===== config.mk =====
export PLATFORM = sky130hd
export DESIGN_NAME = frac_baud_gen
export DESIGN_NICKNAME = d
export VERILOG_FILES = /design/src/rtl/frac_baud_pkg.sv /design/src/rtl/fbg_cfg_check.sv /design/src/rtl/fbg_frac_div.sv /design/src/rtl/fbg_bit_tick.sv /design/src/rtl/frac_baud_gen.sv
export SDC_FILE = /design/constraint.sdc
export NUM_CORES = 1
export LEC_CHECK = 0
export CORE_UTILIZATION = 49
export DETAILED_ROUTE_END_ITERATION = 12
export PLACE_DENSITY = 0.73
export SLEW_MARGIN = 5
export SYNTH_ARGS = -nofsm -noshare
export SYNTH_HDL_FRONTEND = slang
export SYNTH_HIERARCHICAL = 1
export SYNTH_SLANG_ARGS = --single-unit

===== constraint.sdc =====
create_clock -name clk -period 7.1 [get_ports clk]
set_input_delay 0.71 -clock clk [delete_from_list [all_inputs] [get_ports clk]]
set_output_delay 0.71 -clock clk [all_outputs]
set_load 0.01 [all_outputs]

===== src/rtl/frac_baud_pkg.sv =====
package frac_baud_pkg;
  typedef enum logic [1:0] {RATE_1X = 2'd0, RATE_2X = 2'd1, RATE_4X = 2'd2} rate_e;

  localparam int unsigned OSR_1X = 16;
  localparam int unsigned OSR_2X = 8;
  localparam int unsigned OSR_4X = 4;
  localparam int unsigned SUB_W  = $clog2(OSR_1X);

  function automatic logic [SUB_W-1:0] osr_last(input rate_e r);
    case (r)
      RATE_2X: osr_last = SUB_W'(OSR_2X - 1);
      RATE_4X: osr_last = SUB_W'(OSR_4X - 1);
      default: osr_last = SUB_W'(OSR_1X - 1);
    endcase
  endfunction
endpackage


===== src/rtl/fbg_cfg_check.sv =====
module fbg_cfg_check
  import frac_baud_pkg::*;
#(
  parameter int unsigned DIV_W = 16,
  parameter int unsigned LSB_W = 8
) (
  input  logic [DIV_W-1:0] div_int,
  input  logic             mode_x2,
  input  logic             mode_x4,
  output rate_e            rate,
  output logic             lsb_zero,
  output logic             both_modes
);
  always_comb begin
    lsb_zero   = (div_int[LSB_W-1:0] == '0);
    both_modes = mode_x2 & mode_x4;
    if (mode_x4)      rate = RATE_4X;
    else if (mode_x2) rate = RATE_2X;
    else              rate = RATE_1X;
  end
endmodule


===== src/rtl/fbg_frac_div.sv =====
module fbg_frac_div #(
  parameter int unsigned DIV_W  = 16,
  parameter int unsigned FRAC_W = 4
) (
  input  logic              clk,
  input  logic              rst_n,
  input  logic              run,
  input  logic [DIV_W-1:0]  div_int,
  input  logic [FRAC_W-1:0] frac,
  output logic              boundary,
  output logic              tick_o
);
  logic [DIV_W-1:0]  cnt;
  logic [FRAC_W-1:0] acc;
  logic [FRAC_W:0]   acc_sum;
  logic              carry;

  always_comb begin
    acc_sum  = {1'b0, acc} + {1'b0, frac};
    carry    = acc_sum[FRAC_W];
    boundary = run && (cnt == '0);
  end

  always_ff @(posedge clk) begin
    if (!rst_n || !run) begin
      cnt    <= '0;
      acc    <= '0;
      tick_o <= 1'b0;
    end else begin
      tick_o <= boundary;
      if (boundary) begin
        acc <= acc_sum[FRAC_W-1:0];
        cnt <= carry ? div_int : div_int - 1'b1;
      end else begin
        cnt <= cnt - 1'b1;
      end
    end
  end

  AST_COUNT_DOWN: assert property (@(posedge clk) disable iff (!rst_n)
    (run && cnt != '0) |=> (cnt == $past(cnt) - 1'b1) || !$past(run));

  AST_PULSE_ONE_CYCLE: assert property (@(posedge clk) disable iff (!rst_n)
    (tick_o && $past(div_int) >= 2 && run) |=> !tick_o);

  AST_NO_TICK_STOPPED: assert property (@(posedge clk) disable iff (!rst_n)
    !$past(run) |-> !tick_o);
endmodule


===== src/rtl/fbg_bit_tick.sv =====
module fbg_bit_tick
  import frac_baud_pkg::*;
(
  input  logic             clk,
  input  logic             rst_n,
  input  logic             run,
  input  logic             boundary,
  input  logic [SUB_W-1:0] last_idx,
  output logic             bit_o
);
  logic [SUB_W-1:0] sub;

  always_ff @(posedge clk) begin
    if (!rst_n || !run) begin
      sub   <= '0;
      bit_o <= 1'b0;
    end else if (boundary) begin
      if (sub >= last_idx) begin
        sub   <= '0;
        bit_o <= 1'b1;
      end else begin
        sub   <= sub + 1'b1;
        bit_o <= 1'b0;
      end
    end else begin
      bit_o <= 1'b0;
    end
  end

  AST_BIT_NEEDS_BOUNDARY: assert property (@(posedge clk) disable iff (!rst_n)
    bit_o |-> $past(boundary));
endmodule


===== src/rtl/frac_baud_gen.sv =====
module frac_baud_gen
  import frac_baud_pkg::*;
#(
  parameter int unsigned DIV_W  = 16,
  parameter int unsigned FRAC_W = 4,
  parameter int unsigned LSB_W  = 8
) (
  input  logic              clk,
  input  logic              rst_n,
  input  logic [DIV_W-1:0]  div_int,
  input  logic [FRAC_W-1:0] frac,
  input  logic              mode_x2,
  input  logic              mode_x4,
  output logic              sample_tick,
  output logic              bit_tick,
  output logic              config_error
);
  rate_e            rate;
  logic             lsb_zero;
  logic             both_modes;
  logic             run;
  logic             boundary;
  logic [SUB_W-1:0] last_idx;

  fbg_cfg_check #(.DIV_W(DIV_W), .LSB_W(LSB_W)) u_cfg (
    .div_int    (div_int),
    .mode_x2    (mode_x2),
    .mode_x4    (mode_x4),
    .rate       (rate),
    .lsb_zero   (lsb_zero),
    .both_modes (both_modes)
  );

  assign run          = !lsb_zero;
  assign last_idx     = osr_last(rate);
  assign config_error = lsb_zero | both_modes;

  fbg_frac_div #(.DIV_W(DIV_W), .FRAC_W(FRAC_W)) u_div (
    .clk      (clk),
    .rst_n    (rst_n),
    .run      (run),
    .div_int  (div_int),
    .frac     (frac),
    .boundary (boundary),
    .tick_o   (sample_tick)
  );

  fbg_bit_tick u_bit (
    .clk      (clk),
    .rst_n    (rst_n),
    .run      (run),
    .boundary (boundary),
    .last_idx (last_idx),
    .bit_o    (bit_tick)
  );

  AST_BIT_IN_SAMPLE: assert property (@(posedge clk) disable iff (!rst_n)
    bit_tick |-> sample_tick);

  AST_BOTH_MODES_FLAG: assert property (@(posedge clk) disable iff (!rst_n)
    (mode_x2 && mode_x4) |-> config_error);
endmodule


==> out/qor.txt <==
final antenna-violating net count - 0
share of layout cells above drive strength 1 - 6.72%
switching share of power - 42.7%
Worst setup EP type - primary output
sw power - 0.000300 W
first-pass GRT wire length - 6.64 mm
CTS Buf Count - 3
Core Area - 0.00372 sq mm
wire length per cell - 12.5 um
ys flop type - dfxtp_1
# diodes - 0
Initial Utilization - 51.5%
clock root cell - clkbuf_8
antenna violations before repair - 0
Sink Count - 26
post-synthesis cell type count - 48
critical path startpoint - div_int[2]
Final Core Density - 60.0%
Worst path slowest cell - clkdlybuf4s50_1
DRC violations left - 0
Sum Neg Setup Slack - 0 ns
reg2reg start - u_div/acc[0]$_SDFFE_PP0N_
Slew Limit Fails - 0
Clock transition at path regs - 0.09 ns
non-filler cells, final - 301
Vias - 1,629
RR Endpoint - u_div/cnt[4]$_SDFF_PP0_
unrepaired setup endpoints after global routing - no
pwr/cell area - 315 mW/mm^2
vias in the first global route - 1,508
Yosys top cell area share - 27.2%
Worst Path Max Fanout - 11
Post-CTS Setup Bufs - 0
f_max - 294 MHz
final setup fails - 0
Yosys warnings - 6
cts hold-fix bufs - 0
multi-input logic area - 0.00128 sq mm
Synth area leader - dfxtp_1
Area Growth Syn to Fin - 16.5%
worst slew pin tran - 1.23 ns
DRT Pass-1 Iters - 4
sequential share of power - 34.3%
most frequent CP cell - clkdlybuf4s50_1
VDD IR max - 160 uV
status - completed
largest cells by area after synthesis - dfxtp_1, xnor2_1, ha_1
# H-tree levels - 1
worst-skew pair later-pin latency - 0.27 ns
Std-Cell Rows - 22
most frequent cell after synthesis - dfxtp_1
CTS tree - done
Seq cells post-synth - 26
crit path cell chain - clkdlybuf4s50_1 > or4_1 > nor2_1 > or2_1 > clkdlybuf4s50_1
P_int - 0.000402 W
fin nets - 293
Reg2Reg Depth - 8
Cells after DPL - 298
GR Overflow Total - 0
minimum clock period - 3.40 ns
WP data arrival - 2.69 ns
Fill cells - 359
Resize count post-CTS - 0
Die Area - 0.00416 sq mm
final wirelength - 3.77 mm
Slew HR - 18.3%
I/O pin total - 27
max-capacitance violation count - 0
R2R Setup Slk - 4.38 ns
Hold Path Sink - u_div/acc[3]$_SDFFE_PP0N_
Post-synth top cells - dfxtp_1, a21oi_1, xnor2_1
HPWL after DPL - 2.88 mm
critical path type - input pin to primary output
Mean Syn Cell Area - 8.29 sq um
startpoint types - input pin
final clock skew - 0.00822 ns
Gate power share - 54.0%
Port-buffer cells - 26
EDFF count, synth - 0
Avg Vias per Cell - 5.41
power share of the clock group - 11.7%
CP required - 6.39 ns
period utilisation layout - 48.0%
gp weighted congestion - 0.866
Worst Hold Depth - 2
Hold Crit Start - u_div/acc[3]$_SDFFE_PP0N_
Cells after Synth - 231
largest net degree at the start of global routing - 40
initial drt markers - 63
Fin. Hold Viols - 0
post-synthesis sequential area ratio - 27.2%
FFs w/ async S/R, synth - 0%
Tot GR Track Use - 19.9%
Die H - 64.5 um
synthesized area - 0.00191 sq mm
FF+latch area - 520 sq um
CP max stage delay - 0.58 ns
Longest Clk Path Bufs - 2
DIE WIDTH - 64.5 um
Hold Crit Class - flop to flop
leak pwr - 0.858 nW
==> how the worst max path moves through the flow <==
stage                               end  cells past startpoint
6_report                   config_error                      5
2_1_floorplan   u_div/cnt[3]$_SDFF_PP0_                      9
3_5_place_dp   u_div/cnt[14]$_SDFF_PP0_                      9
3_3_place_gp   u_div/cnt[14]$_SDFF_PP0_                      9
4_1_cts                    config_error                      5
5_1_grt                    config_error                      5
==> cell usage in the layout, fill, tap and decap left out, drive strengths merged, types with 3 or more instances in the layout <==
| cell type | count |
|---|---|
| inv | 15 |
| nor2 | 19 |
| nor3 | 7 |
| ha | 13 |
| a21oi | 20 |
| nor2b | 3 |
| o21ai | 11 |
| or4 | 5 |
| nand2b | 8 |
| or3 | 5 |
| o21a | 3 |
| or2 | 4 |
| nand3 | 3 |
| nor4 | 14 |
| dfxtp | 26 |
| xor2 | 8 |
| xnor2 | 20 |
| clkbuf | 3 |
| clkdlybuf4s50 | 26 |
| a211oi | 6 |
| nand2 | 13 |
==> power by group through the flow <==
stage                     Combinational [W]  Sequential (W)   Clock, W
after floorplan                    0.000315        0.000233          0
after global placement             0.000371        0.000242          0
after detailed placement           0.000374        0.000243          0
after CTS                          0.000378        0.000240  0.0000847
after global routing               0.000424        0.000248  0.0000905
final                              0.000379        0.000241  0.0000821
==> cell families after synthesis <==
kind of cell / count (synthesis) / share of synthesized area [%]
buffers and inverters: 24 / 6.01
XOR/XNOR: 28 / 12.8
AND/OR/NAND/NOR: 89 / 27.2
multiplexers: 1 / 0.523
flip-flops: 26 / 27.2
adder cells (fa/ha/maj): 14 / 9.54
AO/OA/AOI/OAI: 48 / 16.5
other: 1 / 0.196
==> area by class of cell <==
type,instances,share of cell area (%)
Tap cell,48,2.69
Inverter,16,2.92
Sequential cell,26,23.3
Multi-Input combinational cell,182,57.5
Timing Repair Buffer,26,11.7
Clock buffer,3,1.85
==> critical path: cells and delay by family <==
| kind | cells | cell delay (ns) |
|---|---|---|
| and+or+nand+nor | 3 | 0.87 |
| buffers and inverters | 2 | 1.11 |
==> through the flow <==
step,setup slack [ns],hold slack [ns],power [W],cell area (sq um)
3_3_place_gp,3.56,0.446,0.000614,2190
3_5_place_dp,3.57,0.455,0.000617,2190
4_1_cts,3.67,0.471,0.000703,2230
2_1_floorplan,4.47,0.436,0.000547,1920
6_report,3.70,0.465,0.000703,2230
5_1_grt,3.57,0.512,0.000762,2230
==> sequential cells by signal (all words and copies together) (netlist names) <==
signal / flops
u_div/acc: 4
u_bit/bit_o: 1
u_bit/sub: 4
u_div/cnt: 16
u_div/tick_o: 1
==> metal layers <==
layer  track usage [%]  vias to the layer above  part of all wire [%]
met5                 0                        -                     0
met4              5.00                        0                  0.80
met3              2.64                        2                   4.0
met2              32.4                       31                    45
met1              27.5                      731                    50
li1                  -                      865                     -
(Power assumes the default switching activity.)
